===== src/rtl/edac16_pkg.sv =====
package edac16_pkg;

    localparam int DW = 16;
    localparam int CW = 6;
    localparam int SW = 8;

    // Syndrome column of each data bit, index 0 first.
    localparam logic [CW-1:0] COLS [DW] = '{
        6'h0D, 6'h0E, 6'h1C, 6'h2C, 6'h0B, 6'h15, 6'h23, 6'h31,
        6'h13, 6'h16, 6'h1A, 6'h32, 6'h25, 6'h29, 6'h2A, 6'h34
    };

    typedef struct packed {
        logic [DW-1:0] data;
        logic [SW-1:0] syn;
        logic          ce_n;
        logic          nce_n;
    } edac_out_t;

    localparam edac_out_t OUT_RST = '{data: '0, syn: '0, ce_n: 1'b1, nce_n: 1'b1};

    // Data bits that feed check bit j.
    function automatic logic [DW-1:0] row_mask(input int j);
        logic [DW-1:0] m;
        m = '0;
        for (int i = 0; i < DW; i++) begin
            m[i] = COLS[i][j];
        end
        return m;
    endfunction

endpackage


===== src/rtl/edac16_parity.sv =====
module edac16_parity
    import edac16_pkg::*;
(
    input  logic [DW-1:0] data_i,
    output logic [CW-1:0] chk_o
);

    for (genvar j = 0; j < CW; j++) begin : g_row
        localparam logic [DW-1:0] MASK = row_mask(j);
        assign chk_o[j] = ^(data_i & MASK);
    end

endmodule


===== src/rtl/edac16_classify.sv =====
module edac16_classify
    import edac16_pkg::*;
(
    input  logic [CW-1:0] syn_i,
    output logic [DW-1:0] hit_o,
    output logic          chk_err_o,
    output logic          multi_o
);

    for (genvar i = 0; i < DW; i++) begin : g_col
        assign hit_o[i] = (syn_i == COLS[i]);
    end

    always_comb begin
        chk_err_o = ($countones(syn_i) == 1);
        multi_o   = (|syn_i) && !chk_err_o && !(|hit_o);
    end

endmodule


===== src/rtl/edac16_secded.sv =====
module edac16_secded
    import edac16_pkg::*;
#(
    parameter bit OUT_REG = 1'b1
) (
    input  logic          clk,
    input  logic          rst_n,
    input  logic [DW-1:0] wr_data,
    output logic [CW-1:0] wr_check,
    input  logic [DW-1:0] rd_data,
    input  logic [CW-1:0] rd_check,
    input  logic          fix_en,
    output logic [DW-1:0] out_data,
    output logic [SW-1:0] syndrome,
    output logic          ce_n,
    output logic          nce_n
);

    localparam int PAD = SW - CW;

    logic [CW-1:0] rd_recalc;
    logic [CW-1:0] syn;
    logic [DW-1:0] hit;
    logic          chk_err;
    logic          multi;
    edac_out_t     state_d;
    edac_out_t     state_q;

    edac16_parity u_wr_par (
        .data_i (wr_data),
        .chk_o  (wr_check)
    );

    edac16_parity u_rd_par (
        .data_i (rd_data),
        .chk_o  (rd_recalc)
    );

    assign syn = rd_recalc ^ rd_check;

    edac16_classify u_cls (
        .syn_i     (syn),
        .hit_o     (hit),
        .chk_err_o (chk_err),
        .multi_o   (multi)
    );

    always_comb begin
        state_d       = OUT_RST;
        state_d.data  = rd_data ^ (fix_en ? hit : '0);
        state_d.syn   = {{PAD{1'b0}}, syn};
        state_d.ce_n  = !((|hit) || chk_err);
        state_d.nce_n = !multi;
    end

    if (OUT_REG) begin : g_reg
        always_ff @(posedge clk or negedge rst_n) begin
            if (!rst_n) begin
                state_q <= OUT_RST;
            end else begin
                state_q <= state_d;
            end
        end
    end else begin : g_comb
        assign state_q = state_d;
    end

    assign out_data = state_q.data;
    assign syndrome = state_q.syn;
    assign ce_n     = state_q.ce_n;
    assign nce_n    = state_q.nce_n;

endmodule


===== config.mk =====
export PLATFORM = sky130hd
export DESIGN_NAME = edac16_secded
export DESIGN_NICKNAME = d
export VERILOG_FILES = /design/src/rtl/edac16_pkg.sv /design/src/rtl/edac16_parity.sv /design/src/rtl/edac16_classify.sv /design/src/rtl/edac16_secded.sv
export SDC_FILE = /design/constraint.sdc
export NUM_CORES = 1
export LEC_CHECK = 0
export BUFFER_PORTS_ARGS = -buffer_cell sky130_fd_sc_hd__buf_2
export CORE_MARGIN = 2
export CORE_UTILIZATION = 44
export CTS_CLUSTER_DIAMETER = 100
export DETAILED_ROUTE_END_ITERATION = 10
export GPL_TIMING_DRIVEN = 1
export PLACE_DENSITY_LB_ADDON = 0.15
export SYNTH_ARGS = -nofsm -noshare
export SYNTH_HDL_FRONTEND = slang
export SYNTH_SLANG_ARGS = --single-unit

===== constraint.sdc =====
create_clock -name clk -period 0.8 [get_ports clk]
set_input_delay 0.08 -clock clk [delete_from_list [all_inputs] [get_ports clk]]
set_output_delay 0.08 -clock clk [all_outputs]
set_load 0.02 [all_outputs]

==> flow_summary.yaml, run 1 <==
clock_network:
  postCtsSetupBuffers: 10
  clock_sinks: 24
  cts_hold_buf: 1
  cts_root_buffer: "clkbuf_8"
  htree_levels: 1
  clockBufferDepth: 2
  cts_resized: 192
  cts_buffers: 3
logic_synthesis:
  synthCells: 180
  synth.distinct_cells: 21
  yosys_warnings: 0
  synth.avg_cell_area_sq_um: 10.5
  ys_seq_area_share_pct: 32.0
  ys_ff_latch: 24
  netlist_area_sq_um: 1880
placement:
  portBuffers: 70
  hpwlAfterDp_mm: 3.91
  placed_cell_area_sq_um: 2910
  dp_slack_ps: -2110
  routabilityCongestion: 0.875
outcome:
  failed_stage: "clock tree synthesis (4_1_cts)"
  outcome: "stopped before the end"
  error: "[ERROR DPL-0033] detailed placement checks failed during check placement."
floorplan:
  boundaryPins: 73
  start_util_pct: 46.4
  die_height_um: 69.4
  die_x_um: 69.4
  rows: 23
-- cells in the mapped netlist (all sizes together) --
master   number  share of area, %
xnor2        76                35
inv           7               1.4
conb          1              0.20
a22oi         1              0.40
fa            2               2.1
and3          2              0.66
ha           13               8.6
clkbuf        7               1.4
xor2         14               6.9
nand3         2              0.53
o211ai        2              0.80
buf           2              0.80
dfstp         2               2.8
nand4        17               5.6
dfrtp        22                29
a311oi        1              0.46
nand4bb       1              0.60
nand2         4              0.80
a32o          1              0.53
o21ai         3              0.80
-- kinds of logic after synthesis --
kind of cell / synth area share, %
XOR/XNOR: 42.2
buffers and inverters: 3.59
AND/OR/NAND/NOR: 8.23
other: 0.199
AO/OA/AOI/OAI: 2.99
adder cells (fa/ha/maj): 10.8
flip-flops: 32.0
-- through the flow --
step / std cells / hold slack, ps / setup TNS (ps)
floorplan: 181 / -216 / -16870
detailed placement: 333 / 27.7 / -28990
global placement: 333 / 29.3 / -28510
==> run 2, diff against run 1 <==
Settings changed: CORE_UTILIZATION 44 to 40, CTS_CLUSTER_DIAMETER 100 to not set.
Clock period 0.8 ns to 1.05 ns, I/O delays scaled along.
==> run 2 against run 1 <==
Net effect:
- the flow now finishes, with violations (negative setup slack)
- synthesized cell count stayed put
- area after synthesis stayed put
==> flow_summary.yaml, run 2 <==
min_path:
  hold_path.class: "input port to flop"
  holdPathStages: 3
critical_path:
  end_kind: "flop"
  crit_path_cell_trace: "buf_12, xor2_4, xnor2_4, buf_12, xnor2_4, xor2_2, ha_2, inv_2, fa_1, inv_1, ha_1, nand4bb_1, nand4_1, a311oi_2, and3_1"
  crit_buf_inv: 4
  worstPathArrival_ps: 2870
  worstSetupEndpoint: "ce_n$_DFF_PN1_"
  worstSetupPathType: "input port to flop"
  path_max_fanout: 3
  cp.depth: 15
  crit_path_top_delay_cell: "fa_1"
  cp_top_family: "adder cells"
  start_kind: "input port"
  cp.required_ps: 1260
  cp-startpoint: "rd_data[7]"
  critPathMaxStageDelay_ps: 490
run:
  drv_cap: 0
floorplan:
  die_x_um: 72.6
  boundaryPins: 73
  die_height_um: 72.6
  rows: 24
  core-area_sq_um: 4440
  start_util_pct: 42.4
  die_area_sq_um: 5280
timing:
  finalSetupViolCount: 24
  finalCriticalPeriod_ps: 2660
  slew_headroom_pct: 61.4
  finalHoldViolCount: 0
  postLayoutSetupSlackWorst_ps: -1610
  tightest_slew_ps: 579
  drv_slew: 0
  clock.fmax_mhz: 376
  rsz0062_at_grt: "yes"
  timing.final.crit_share_pct: 253
  worst_hold_slack_ps: 140
logic_synthesis:
  synthCells: 180
  synthTopCellsByArea: "xnor2_1 (35%), dfrtp_1 (29%), ha_1 (8.6%)"
  ys_seq_area_share_pct: 32.0
  async_reset_ff_share_pct: 100
  synth_most_common_cell: "xnor2_1"
  yosys_warnings: 0
  synthTopCellsByCount: "xnor2_1 (76), dfrtp_1 (22), nand4_1 (17)"
  synth.distinct_cells: 21
  synthFlopType: "dfrtp_1"
  ys_ff_latch: 24
  netlist_area_sq_um: 1880
  synth-edff-count: 0
  synth_top_cell_area_share_pct: 35.3
  synth_top_area_cell: "xnor2_1"
  synth.avg_cell_area_sq_um: 10.5
power_and_ir_drop:
  power_density_nw_per_um2: 2030
  p_seq_share_pct: 15.1
  comb_power_share_pct: 77.4
  clockPowerShare_pct: 7.4
  p_int_uw: 4540
  peakVddDrop_uv: 1110
  switching_share_pct: 44.1
  p_leak_uw: 0.00174
  netSwitchingPower_uw: 3580
detailed_routing:
  ant_nets: 0
  drt_first_pass_iters: 4
  drtIter0Drc: 197
  drc: 0
  avgViaCountPerCell: 5.57
  wl_per_cell_um: 24.3
  vias: 1956
  drt-total-wl_mm: 8.53
cells_and_area:
  num-fill-cells: 152
  final_common_cell: "buf_4"
  largest_reg_flops: 16
  final_cell_area_sq_um: 4000
  mostFrequentLayoutCells: "buf_4 (48), xnor2_2 (37), buf_2 (32), buf_6 (31), dfrtp_1 (22)"
  area_growth_pct: 112
  antenna_cells: 0
  fin_nets: 356
  drive_gt1_share_pct: 71.2
placement:
  dp_slack_ps: -1980
  hpwlAfterDp_mm: 3.81
  routabilityCongestion: 0.849
  placed_cell_area_sq_um: 2730
  portBuffers: 70
outcome:
  outcome: "complete, but fails checks"
  violations: "negative setup slack"
global_route:
  grt_pass1_wl_mm: 10.3
  antenna_found_initial: 0
  grt_usage_pct: 26.4
  first_global_vias: 1914
  grt_start_max_net_pins: 25
  grt-ovfl-total: 0
clock_network:
  htree_levels: 1
  clkTransAtPathRegs_ps: 100
  clock_sinks: 24
  clockBufferDepth: 2
  cts_tree: "built"
  cts_root_buffer: "clkbuf_8"
  cts_buffers: 3
==> run 2: through the flow <==
| stage | power [uW] | std cells | TNS, ps | utilization, % |
|---|---|---|---|---|
| 2_1_floorplan | 3870 | 181 | -12190 | - |
| 3_3_place_gp | 5160 | 334 | -21360 | 61.3 |
| 3_5_place_dp | 5230 | 334 | -21720 | 61.3 |
| 4_1_cts | 7060 | 349 | -12190 | 80.8 |
| 5_1_grt | 8460 | 351 | -17140 | 90.0 |
| 6_report | 8120 | 351 | -15720 | 90.0 |
==> run 2: layer usage <==
metal	track usage (%)	vias to the layer above	wire length (um)
met1	31.6	951	3110
li1	-	825	-
met4	10.7	0	406
met2	47.1	139	4370
met5	0	-	0
met3	4.42	41	645
==> run 2: area by class of cell <==
cell class	instances	area, sq um	area share, %
Multi-Input combinational cell	141	2180	54.4
Sequential cell	24	603	15.1
Timing Repair Buffer	123	1080	27.1
Inverter	7	26.3	0.657
Tap cell	52	65.1	1.63
Clock buffer	4	45.0	1.13
==> run 2: repair_timing <==
action,4_1_cts,5_1_grt
pin swaps,66,36
hold endpoints to repair,22,0
gates resized for setup,122,72
setup endpoints to repair,28,29
buffers inserted,14,4
hold buffers,1,0
==> run 2: power groups by stage <==
stage | combinational [uW] | clock, uW | sequential, uW
after detailed placement | 4000 | 0 | 1230
final | 6290 | 604 | 1230
after global routing | 6590 | 628 | 1240
after floorplan | 2360 | 0 | 1510
after global placement | 3940 | 0 | 1230
after CTS | 5260 | 583 | 1210
==> run 2: worst min-delay path, stage by stage <==
cell,delay [ps]
buf_12,100
buf_4,120
xnor2_2,60
==> run 2: worst min-delay path by stage <==
stage | end | start | slack [ps]
floorplan | out_data[0]$_DFF_PN0_ | rst_n | -190
global placement | syndrome[0]$_DFF_PN0_ | rst_n | 120
detailed placement | syndrome[1]$_DFF_PN0_ | rst_n | 120
CTS | out_data[13]$_DFF_PN0_ | rd_data[13] | 130
global route | out_data[7]$_DFF_PN0_ | rd_data[7] | 150
finish | out_data[7]$_DFF_PN0_ | rd_data[7] | 140
==> run 2: logic make-up (layout without fill, tap and decap cells) <==
kind of cell | count (synthesis) | count (layout) | synth area share, %
buffers and inverters | 16 | 134 | 3.59
XOR/XNOR | 90 | 90 | 42.2
AO/OA/AOI/OAI | 8 | 8 | 2.99
AND/OR/NAND/NOR | 26 | 26 | 8.23
other | 1 | 2 | 0.199
flip-flops | 24 | 24 | 32.0
adder cells (fa/ha/maj) | 15 | 15 | 10.8
(Power assumes the default switching activity.)
==> run 3, diff against run 2 <==
==> constraint.sdc (replaced) <==
create_clock -name clk -period 2.7 [get_ports clk]
set_input_delay 0 -clock clk [delete_from_list [all_inputs] [get_ports clk]]
set_output_delay 0 -clock clk [all_outputs]
set_load 0.02 [all_outputs]
==> run 3 against run 2 <==
Net effect:
- the flow now finishes without violations
- sequential cell count did not move
- hold slack lost 110 ps
- sequential share of layout area is 7.4 points higher
- wire length down 48%
- final area fell by 33%
- via count fell by 19%
- core utilization decreased by 30 points
- non-clock buffer count decreased by 13
- sequential power shrank 62%
==> flow_summary.yaml, run 3 (synthesized netlist as in run 2, its figures left out) <==
floorplan:
  die_area_sq_um: 5280
  boundaryPins: 73
  core-area_sq_um: 4440
  rows: 24
  start_util_pct: 42.4
  die_height_um: 72.6
  die_x_um: 72.6
global_route:
  grt-ovfl-total: 0
  grt_usage_pct: 17.7
  first_global_vias: 1505
  grt_pass1_wl_mm: 7.13
  grt_start_max_net_pins: 25
  antenna_found_initial: 0
placement:
  portBuffers: 70
  routabilityCongestion: 0.882
  dp_slack_ps: -392
  hpwlAfterDp_mm: 3.64
critical_path:
  critPathMaxStageDelay_ps: 530
  worstSetupPathType: "input port to flop"
  cp_top_family: "adder cells"
  path_max_fanout: 3
  cp.required_ps: 2920
  crit_buf_inv: 4
  end_kind: "flop"
  start_kind: "input port"
  crit_path_top_delay_cell: "fa_1"
  worstPathArrival_ps: 2780
  crit_path_cell_trace: "buf_2, buf_4, xor2_2, xnor2_1, xnor2_2, xnor2_1, ha_1, inv_1, fa_1, inv_1, ha_1, nand4bb_1, nand4_1, a311oi_2, and3_1"
clock_network:
  htree_levels: 1
  cts_root_buffer: "clkbuf_8"
  cts_buffers: 3
  cts_tree: "built"
  clock_sinks: 24
  clockBufferDepth: 2
  clkTransAtPathRegs_ps: 90
timing:
  clock.fmax_mhz: 390
  tightest_slew_ps: 540
  slew_headroom_pct: 64.0
  rsz0062_at_grt: "no"
  finalSetupViolCount: 0
  drv_slew: 0
  finalSetupTns_ps: 0
  postLayoutSetupSlackWorst_ps: 135
  finalHoldViolCount: 0
  timing.final.crit_share_pct: 95.0
  finalCriticalPeriod_ps: 2560
detailed_routing:
  drtIter0Drc: 133
  drc: 0
  ant_nets: 0
  drt_first_pass_iters: 5
  avgViaCountPerCell: 4.70
  wl_per_cell_um: 13.0
  vias: 1589
  drt-total-wl_mm: 4.40
power_and_ir_drop:
  peakVddDrop_uv: 311
  power_density_nw_per_um2: 827
  p_leak_uw: 0.00123
outcome:
  outcome: "complete, no violations"
cells_and_area:
  largest_reg_flops: 16
  fin_nets: 343
  mostFrequentLayoutCells: "xnor2_1 (71), buf_2 (70), buf_4 (38), dfrtp_1 (22), nand4_1 (17)"
  area_growth_pct: 42.7
  antenna_cells: 0
  final_common_cell: "xnor2_1"
  num-fill-cells: 385
  drive_gt1_share_pct: 43.4
min_path:
  hold_path.class: "input port to flop"
run:
  drv_cap: 0
## run 3: path summary, 6_finish.rpt
path / from / end / slack (ps) / cells past startpoint
max: rd_data[15] / ce_n$_DFF_PN1_ / 140 / 15
max in group asynchronous: rst_n / nce_n$_DFF_PN1_ / 2100 / 2
min in group asynchronous: rst_n / syndrome[5]$_DFF_PN0_ / 240 / 2
min: rd_data[15] / out_data[15]$_DFF_PN0_ / 30 / 3
## run 3: final cells by class
cell class	instances	area, sq um	area share, %
timing repair buffer	110	656	24.4
inverter	7	26.3	0.977
sequential	24	603	22.4
tap	52	65.1	2.42
clock buffer	4	55.1	2.05
multi-input combinational	141	1280	47.7
## run 3: power breakdown
| group | switching, uW | leakage (uW) | internal (uW) |
|---|---|---|---|
| logic | 815 | 0.000924 | 686 |
| clock network | 121 | 0.0000288 | 131 |
| registers | 16.9 | 0.000277 | 454 |
| total | 953 | 0.00123 | 1270 |
## run 3: layer usage
metal	vias up	GRT usage, %	wire length, um	part of all wire [%]
met5	-	0	0	0
met4	0	4.32	30	0.68
met3	4	3.04	306	7.0
met2	64	28.2	2160	49
met1	732	25.1	1910	43
li1	789	-	-	-
## run 3: timing repair
item                                   in CTS  in global routing
hold buffers                                2                  0
pin swaps                                   0                  1
endpoints found under the hold margin      23                  0
setup buffers                               0                  1
setup endpoints to repair                   2                  2
resized for setup                           2                  7
## run 3: through the flow
stage / instances / power (uW) / util, % / instance area (sq um) / hold slack [ps]
2_1_floorplan: 181 / 1380 / - / 1890 / -296
3_3_place_gp: 331 / 1900 / 57.2 / 2540 / 11.5
3_5_place_dp: 331 / 1920 / 57.2 / 2540 / 15.5
4_1_cts: 337 / 2190 / 59.2 / 2630 / 25.5
5_1_grt: 338 / 2400 / 60.5 / 2690 / 40.9
6_report: 338 / 2220 / 60.5 / 2690 / 33.3
